## src/rtl/dm_wb_cache_pkg.sv

```systemverilog
package dm_wb_cache_pkg;
  typedef enum logic [2:0] {
    ST_IDLE,
    ST_WBACK,
    ST_FILL,
    ST_AROUND,
    ST_DONE
  } cache_state_e;
endpackage

```

## src/rtl/cache_line_store.sv

```systemverilog
module cache_line_store #(
  parameter int IDX_W  = 3,
  parameter int TAG_W  = 5,
  parameter int DATA_W = 32
) (
  input  logic              clk,
  input  logic              rst_n,
  input  logic [IDX_W-1:0]  idx,
  input  logic              fill_en,
  input  logic              wr_en,
  input  logic [TAG_W-1:0]  new_tag,
  input  logic [DATA_W-1:0] new_data,
  output logic              line_valid,
  output logic              line_dirty,
  output logic [TAG_W-1:0]  line_tag,
  output logic [DATA_W-1:0] line_data,
  output logic [(1<<IDX_W)-1:0] valid_vec,
  output logic [(1<<IDX_W)-1:0] dirty_vec
);
  localparam int LINES = 1 << IDX_W;

  logic [TAG_W-1:0]  tag_a  [LINES];
  logic [DATA_W-1:0] data_a [LINES];

  for (genvar g = 0; g < LINES; g++) begin : g_line
    logic              sel;
    logic              v_q, d_q;
    logic [TAG_W-1:0]  t_q;
    logic [DATA_W-1:0] w_q;

    assign sel = (idx == IDX_W'(g));

    // flags carry reset, payload does not
    always_ff @(posedge clk or negedge rst_n) begin
      if (!rst_n) begin
        v_q <= 1'b0;
        d_q <= 1'b0;
      end else if (sel && fill_en) begin
        v_q <= 1'b1;
        d_q <= 1'b0;
      end else if (sel && wr_en) begin
        d_q <= 1'b1;
      end
    end

    always_ff @(posedge clk) begin
      if (sel && (fill_en || wr_en)) w_q <= new_data;
      if (sel && fill_en)            t_q <= new_tag;
    end

    assign valid_vec[g] = v_q;
    assign dirty_vec[g] = d_q;
    assign tag_a[g]     = t_q;
    assign data_a[g]    = w_q;
  end

  assign line_valid = valid_vec[idx];
  assign line_dirty = dirty_vec[idx];
  assign line_tag   = tag_a[idx];
  assign line_data  = data_a[idx];
endmodule

```

## src/rtl/cache_ctrl.sv

```systemverilog
module cache_ctrl
  import dm_wb_cache_pkg::*;
#(
  parameter int ADDR_W      = 8,
  parameter int IDX_W       = 3,
  parameter int DATA_W      = 32,
  parameter bit WRITE_ALLOC = 1'b1
) (
  input  logic                    clk,
  input  logic                    rst_n,
  input  logic                    cpu_req,
  input  logic                    cpu_we,
  input  logic [ADDR_W-1:0]       cpu_addr,
  input  logic [DATA_W-1:0]       cpu_wdata,
  output logic                    cpu_ready,
  input  logic                    mem_ack,
  input  logic [DATA_W-1:0]       mem_rdata,
  output logic                    mem_req,
  output logic                    mem_we,
  output logic [ADDR_W-1:0]       mem_addr,
  output logic [DATA_W-1:0]       mem_wdata,
  input  logic                    line_valid,
  input  logic                    line_dirty,
  input  logic [ADDR_W-IDX_W-1:0] line_tag,
  input  logic [DATA_W-1:0]       line_data,
  output logic                    fill_en,
  output logic                    wr_en,
  output logic [DATA_W-1:0]       new_data
);
  localparam int TAG_W = ADDR_W - IDX_W;

  cache_state_e state_q, state_d;
  logic [IDX_W-1:0] idx;
  logic [TAG_W-1:0] tag;
  logic             hit;

  assign idx = cpu_addr[IDX_W-1:0];
  assign tag = cpu_addr[ADDR_W-1:IDX_W];
  assign hit = line_valid && (line_tag == tag);

  always_comb begin
    state_d   = state_q;
    cpu_ready = 1'b0;
    mem_req   = 1'b0;
    mem_we    = 1'b0;
    mem_addr  = cpu_addr;
    mem_wdata = cpu_wdata;
    fill_en   = 1'b0;
    wr_en     = 1'b0;
    new_data  = cpu_wdata;
    unique case (state_q)
      ST_IDLE: begin
        if (!cpu_req) begin
          cpu_ready = 1'b1;
        end else if (hit) begin
          cpu_ready = 1'b1;
          wr_en     = cpu_we;
        end else if (cpu_we && !WRITE_ALLOC) begin
          state_d = ST_AROUND;
        end else if (line_valid && line_dirty) begin
          state_d = ST_WBACK;
        end else begin
          state_d = ST_FILL;
        end
      end
      ST_WBACK: begin
        mem_req   = 1'b1;
        mem_we    = 1'b1;
        mem_addr  = {line_tag, idx};
        mem_wdata = line_data;
        if (mem_ack) state_d = ST_FILL;
      end
      ST_FILL: begin
        mem_req  = 1'b1;
        new_data = mem_rdata;
        if (mem_ack) begin
          fill_en = 1'b1;
          state_d = ST_IDLE;
        end
      end
      ST_AROUND: begin
        mem_req = 1'b1;
        mem_we  = 1'b1;
        if (mem_ack) state_d = ST_DONE;
      end
      ST_DONE: begin
        cpu_ready = 1'b1;
        state_d   = ST_IDLE;
      end
      default: state_d = ST_IDLE;
    endcase
  end

  always_ff @(posedge clk or negedge rst_n) begin
    if (!rst_n) state_q <= ST_IDLE;
    else        state_q <= state_d;
  end
endmodule

```

## src/rtl/dm_wb_cache.sv

```systemverilog
module dm_wb_cache #(
  parameter int ADDR_W      = 8,
  parameter int IDX_W       = 3,
  parameter int DATA_W      = 32,
  parameter bit WRITE_ALLOC = 1'b1
) (
  input  logic              clk,
  input  logic              rst_n,
  input  logic              cpu_req,
  input  logic              cpu_we,
  input  logic [ADDR_W-1:0] cpu_addr,
  input  logic [DATA_W-1:0] cpu_wdata,
  output logic              cpu_ready,
  output logic [DATA_W-1:0] cpu_rdata,
  output logic              mem_req,
  output logic              mem_we,
  output logic [ADDR_W-1:0] mem_addr,
  output logic [DATA_W-1:0] mem_wdata,
  input  logic              mem_ack,
  input  logic [DATA_W-1:0] mem_rdata
);
  localparam int TAG_W = ADDR_W - IDX_W;
  localparam int LINES = 1 << IDX_W;

  logic              line_valid, line_dirty, fill_en, wr_en;
  logic [TAG_W-1:0]  line_tag;
  logic [DATA_W-1:0] line_data, new_data;
  logic [LINES-1:0]  valid_vec, dirty_vec;

  cache_line_store #(.IDX_W(IDX_W), .TAG_W(TAG_W), .DATA_W(DATA_W)) u_store (
    .clk        (clk),
    .rst_n      (rst_n),
    .idx        (cpu_addr[IDX_W-1:0]),
    .fill_en    (fill_en),
    .wr_en      (wr_en),
    .new_tag    (cpu_addr[ADDR_W-1:IDX_W]),
    .new_data   (new_data),
    .line_valid (line_valid),
    .line_dirty (line_dirty),
    .line_tag   (line_tag),
    .line_data  (line_data),
    .valid_vec  (valid_vec),
    .dirty_vec  (dirty_vec)
  );

  cache_ctrl #(.ADDR_W(ADDR_W), .IDX_W(IDX_W), .DATA_W(DATA_W),
               .WRITE_ALLOC(WRITE_ALLOC)) u_ctrl (
    .clk        (clk),
    .rst_n      (rst_n),
    .cpu_req    (cpu_req),
    .cpu_we     (cpu_we),
    .cpu_addr   (cpu_addr),
    .cpu_wdata  (cpu_wdata),
    .cpu_ready  (cpu_ready),
    .mem_ack    (mem_ack),
    .mem_rdata  (mem_rdata),
    .mem_req    (mem_req),
    .mem_we     (mem_we),
    .mem_addr   (mem_addr),
    .mem_wdata  (mem_wdata),
    .line_valid (line_valid),
    .line_dirty (line_dirty),
    .line_tag   (line_tag),
    .line_data  (line_data),
    .fill_en    (fill_en),
    .wr_en      (wr_en),
    .new_data   (new_data)
  );

  assign cpu_rdata = line_data;
endmodule

```

## config.mk

```make
export PLATFORM = sky130hd
export DESIGN_NAME = dm_wb_cache
export DESIGN_NICKNAME = d
export VERILOG_FILES = /design/src/rtl/dm_wb_cache_pkg.sv /design/src/rtl/cache_line_store.sv /design/src/rtl/cache_ctrl.sv /design/src/rtl/dm_wb_cache.sv
export SDC_FILE = /design/constraint.sdc
export NUM_CORES = 1
export LEC_CHECK = 0
export BUFFER_PORTS_ARGS = -buffer_cell sky130_fd_sc_hd__clkbuf_2
export CORE_MARGIN = 2
export CORE_UTILIZATION = 30
export CTS_BUF_LIST = sky130_fd_sc_hd__clkbuf_8
export DETAILED_ROUTE_END_ITERATION = 8
export PLACE_DENSITY = 0.46
export SETUP_SLACK_MARGIN = 0.5
export SLEW_MARGIN = 30
export SYNTH_ARGS = -nofsm -noshare
export SYNTH_HDL_FRONTEND = slang
export SYNTH_SLANG_ARGS = --single-unit
```

## constraint.sdc

```tcl
create_clock -name clk -period 5 [get_ports clk]
set_input_delay 1 -clock clk [delete_from_list [all_inputs] [get_ports clk]]
set_output_delay 1 -clock clk [all_outputs]
set_load 0.005 [all_outputs]
```

* Word level (Yosys, flattened, before mapping)
Cells that the tools add are included.
Word-level totals: logic and storage cells 139, input port bits 77, bits in registers 315, output and inout port bits 75
Cells by class: eq/ne operators 17, muxes and demuxes 46, order comparisons 2, bitwise operators 1, reductions and logical operators 40
Operators with widths (count):
- $mux 32 | 4
- $bmux 32 s3 | 1
- $mux 1 | 27
- $logic_and 1x1->1 | 26
- $reduce_bool 2->1 | 8
- $bmux 5 s3 | 1
- $eq 3x3->1 const B | 5
- $mux 3 | 5
- $eq 3x2->1 const B | 4
- $pmux 3 s4 | 1
- $mux 5 | 2
- $ne 2x2->1 const B | 5
- $mux 8 | 1
- $bmux 1 s3 | 2
- $eq 3x1->1 const B | 2
- $logic_not 3->1 | 2
- $eq 5x5->1 | 1
- $reduce_and 5->1 | 1
- $ge 4x4->1 const B | 1
- $lt 3x4->1 const B | 1
- $not 3->4 | 1
- $reduce_or 3->1 | 1
- $mux 2 | 1
- $pmux 1 s2 | 1
- other kinds (2) | 2

* Depth between registers and ports, before layout
depth in word-level cells 12, gate-level depth with buffers 10, depth with buffers taken out 7

* Modules after synthesis
A second synthesis with hierarchy kept.
Unflattened totals: cells, all modules 748, area total of the unflattened synthesis 13424.1 um^2
Modules (own cells, without submodules):
- cache_line_store | instances 1, seq. area each 9288.9 um^2, area an instance 12164.2 um^2, cells an instance 640
- cache_ctrl | instances 1, seq. area each 75.1 um^2, area an instance 1260.0 um^2, cells an instance 108

* Least setup slack after synthesis
Ideal clock, no wire load.
kind input -> register, from in cpu_addr[0], to reg u_store.g_line[6].w_q[0], enable pin, library setup time 0.432 ns, buffers on the path 1, cell stages on the path 8, data arrival time 4.028 ns, setup slack 0.540 ns, path through buf_6 > or2_2 > o32ai_1 > nor3_1 > xor2_1 > nor3_1 > nand4_2 > a21oi_1
On the way: longest elaborated chain between the ends 11
RTL lines:
- start, declared | RTL line dm_wb_cache.sv:11 | input logic [ADDR_W-1:0] cpu_addr,
- $not 3->4 (not written as such) | RTL line cache_line_store.sv:59 | assign line_tag = tag_a[idx];
- $bmux 5 s3 | RTL line cache_line_store.sv:59
- $mux 5 (not written as such) (2 in series) | RTL line cache_line_store.sv:59
- $eq 5x5->1 | RTL line cache_ctrl.sv:39 | assign hit = line_valid && (line_tag == tag);
- $logic_and 1x1->1 | RTL line cache_ctrl.sv:39
- $mux 1 | RTL line cache_ctrl.sv:55 | end else if (hit) begin
- $mux 1 | RTL line cache_ctrl.sv:53 | if (!cpu_req) begin
- $mux 1 | RTL line cache_ctrl.sv:51 | unique case (state_q)
- $logic_or 1x1->1 | RTL line cache_line_store.sv:47 | if (sel && (fill_en || wr_en)) w_q <= new_data;
- $logic_and 1x1->1 * | RTL line cache_line_store.sv:47
- end signal, assigned | RTL line cache_line_store.sv:47
- end, declared | RTL line cache_line_store.sv:29 | logic [DATA_W-1:0] w_q;
Mark *: on every way between the ends. The rest lies on a longest branch, timed or not. The select of a mux whose other input is x is not followed. A chain may end at the register's enable or synchronous reset.

* Worst setup path in the final report
from in cpu_addr[1], to out cpu_ready
On the way: longest elaborated chain between the ends 9
RTL lines:
- $not 3->4 (not written as such) | RTL line cache_line_store.sv:59
- $bmux 5 s3 | RTL line cache_line_store.sv:59
- $mux 5 (not written as such) (2 in series) | RTL line cache_line_store.sv:59
- $eq 5x5->1 | RTL line cache_ctrl.sv:39
- $logic_and 1x1->1 * | RTL line cache_ctrl.sv:39
- $mux 1 * | RTL line cache_ctrl.sv:55
- $mux 1 * | RTL line cache_ctrl.sv:53
- $pmux 1 s2 * | RTL line cache_ctrl.sv:51
- end, declared | RTL line dm_wb_cache.sv:13 | output logic cpu_ready,
Marked as above.

==> results.cfg <==
[route]
viasPerCell = 4.625
drtIter0Drc = 440
firstDrtPassIters = 4
ant_nets = 0
wire_per_inst_um = 20.22
vias = 7053
drcViolationCount = 0
routed_wirelength_um = 30830

[timing]
fin_skew_ps = 29.43
final.setup.tns_ps = 0
period_minus_slack_ps = 4183
rsz0062_at_grt = no
max_slew_margin_pct = 46.39
max_freq_mhz = 239.1
fin_crit_sh_pct = 83.66
finalSetupViolCount = 0
finalHoldViolCount = 0
tightest_slew_ps = 801.2
drv_slew = 0

[logic_synthesis]
synth.distinct_cells = 43
async_flop_share_pct = 6.032
ys_ff_latch = 315
synth_area_um2 = 13140
synth_area_per_cell_um2 = 18.25
syn_nets = 797
synth_top_flop_cell = edfxtp_1
synth_edf_count = 296
synth_sequential_area_ratio_pct = 71.27
synthCells = 720
ys_warn_count = 0

[layout]
drive_above_1_share_pct = 42.66
seqCellArea_um2 = 9364
nets = 977
num_antenna_cells = 0
final_common_cell = edfxtp_1
fin_area_um2 = 15710
area_growth_pct = 19.54
multiInputGateArea_um2 = 3664
layout_common_cells = edfxtp_1 (296), clkbuf_2 (149), nand2_1 (114)
fillers = 4140

[grt]
grt_start_max_net_pins = 53
grt_pass1_wl_um = 45650
antenna_found_initial = 0
overflow = 0
first_global_vias = 7261
track_usage_pct = 13.88

[clock_tree]
cts_tree = done
cts_resized = 0
cts_hold_buf = 0
cts.path.max_buffers = 3
path_clk_slew_ps = 60
insertion_delay_ps = 620
cts_made_buffers = 53
cts_root_buf = clkbuf_8
cts.sink_count = 315
h-tree-depth = 2
cts_setup_buffers = 0

[power_and_ir_drop]
pwr_density_cell_nw_per_um2 = 360.8
peakVddDrop_v = 0.0001553
power.leakage_nw = 5.517

[die]
dieArea_um2 = 45490
row_count = 76
io_pins = 152
initial_core_util_pct = 30.43
core-area_um2 = 43170
die_w_um = 213.3
chipHeight_um = 213.3

[placed_design]
place.gp.congestion = 0.7531
port_buffers = 151
dpl.hpwl_um = 17510
place_area_um2 = 14740

[critical_path]
arrival_ps = 3180
rr_worst_depth = 3
endpoint_kind = output port
crit_fanout = 41
worstSetupPathType = input pin to output port
start_kind = input pin
worstPathRequired_ps = 4000

[status]
status = complete, no violations

[min_path]
hold_path_class = input pin to async pin

[run]
maxCapViolations = 0
## final cells by class
type	instances	share of cell area (%)
flip-flops and latches	315	59.62
multi-input cells	362	23.33
repair buffers	166	6.198
clock buffers	56	4.907
well taps	585	4.660
clock inverters	39	1.243
inverters	2	0.04780
## per-stage QoR
step           instances  total power [W]  util [%]  hold slack, ps  setup slack, ps
6_report            1525         0.005667     36.38           391.1            817.0
2_1_floorplan        720         0.003424         -           433.7            540.5
4_1_cts             1525         0.005776     36.38           357.8            759.6
5_1_grt             1525         0.005929     36.38           383.7            540.2
3_5_place_dp        1430         0.003649     34.14           449.0            766.3
3_3_place_gp        1429         0.003648     34.09           449.1            796.9
## synthesized netlist by cell type (3+ instances only)
| library cell | instances | area (um2) |
|---|---|---|
| dfrtp_1 | 19 | 475.5 |
| or2_2 | 12 | 75.07 |
| nor2_1 | 14 | 52.55 |
| and3_1 | 3 | 18.77 |
| mux2_2 | 70 | 788.3 |
| nand2_1 | 114 | 427.9 |
| buf_4 | 6 | 45.04 |
| buf_6 | 3 | 33.78 |
| clkbuf_1 | 18 | 67.56 |
| a21oi_1 | 9 | 45.04 |
| o32ai_1 | 3 | 26.28 |
| nor3_1 | 4 | 20.02 |
| o21ai_0 | 10 | 50.05 |
| edfxtp_1 | 296 | 8889 |
| buf_2 | 13 | 65.06 |
| nand2b_1 | 6 | 37.54 |
| o31ai_1 | 9 | 67.56 |
| nor2b_1 | 4 | 25.02 |
| mux2i_1 | 6 | 60.06 |
| mux4_2 | 71 | 1599 |
## final timing paths
path                       slack (ps)                  start                       end
max                               820            cpu_addr[1]                 cpu_ready
min                               390                  rst_n     u_store.g_line[2].v_q
max reg2reg                      1950      u_ctrl.state_q[1]  u_store.g_line[5].t_q[4]
min reg2reg                       460  u_store.g_line[1].v_q     u_store.g_line[1].v_q
max in group asynchronous        4190                  rst_n         u_ctrl.state_q[1]
min in group clk                  460  u_store.g_line[1].v_q     u_store.g_line[1].v_q
## per-layer routing
metal | routed length [um] | up-vias | GRT usage, % | share of wire, %
li1 | - | 3218 | - | -
met1 | 13630 | 3584 | 18.26 | 44
met2 | 15040 | 203 | 23.23 | 49
met3 | 1562 | 48 | 2.868 | 5.1
met4 | 600 | 0 | 4.071 | 1.9
met5 | 0 | - | 0 | 0
## where the power goes
| group | internal [W] | switching [W] | total (W) |
|---|---|---|---|
| sequential | 0.00301 | 0.0000205 | 0.00303 |
| clock | 0.00108 | 0.00100 | 0.00209 |
| combinational | 0.000235 | 0.000313 | 0.000548 |
## critical path, cell delays in order
cell      delay (ps)
buf_4            470
inv_1            210
o32ai_1          350
nor3_1           140
xor2_1           180
nor3_1           360
nand2_1          130
a21boi_0         190
clkbuf_2         140
## logic make-up after synthesis
group	Yosys count	share of synthesized area (%)
compound gates	43	2.324
buf+inv	43	1.695
xor+xnor	4	0.2667
simple gates	167	5.647
flops	315	71.27
mux	148	18.80
## sequential cells by signal (all words and copies together), names as in the netlist
name and cells:
u_store.g_line.w_q 256, u_store.g_line.t_q 40, u_store.g_line.d_q 8, u_store.g_line.v_q 8
u_ctrl.state_q 3
(Power assumes the default switching activity.)
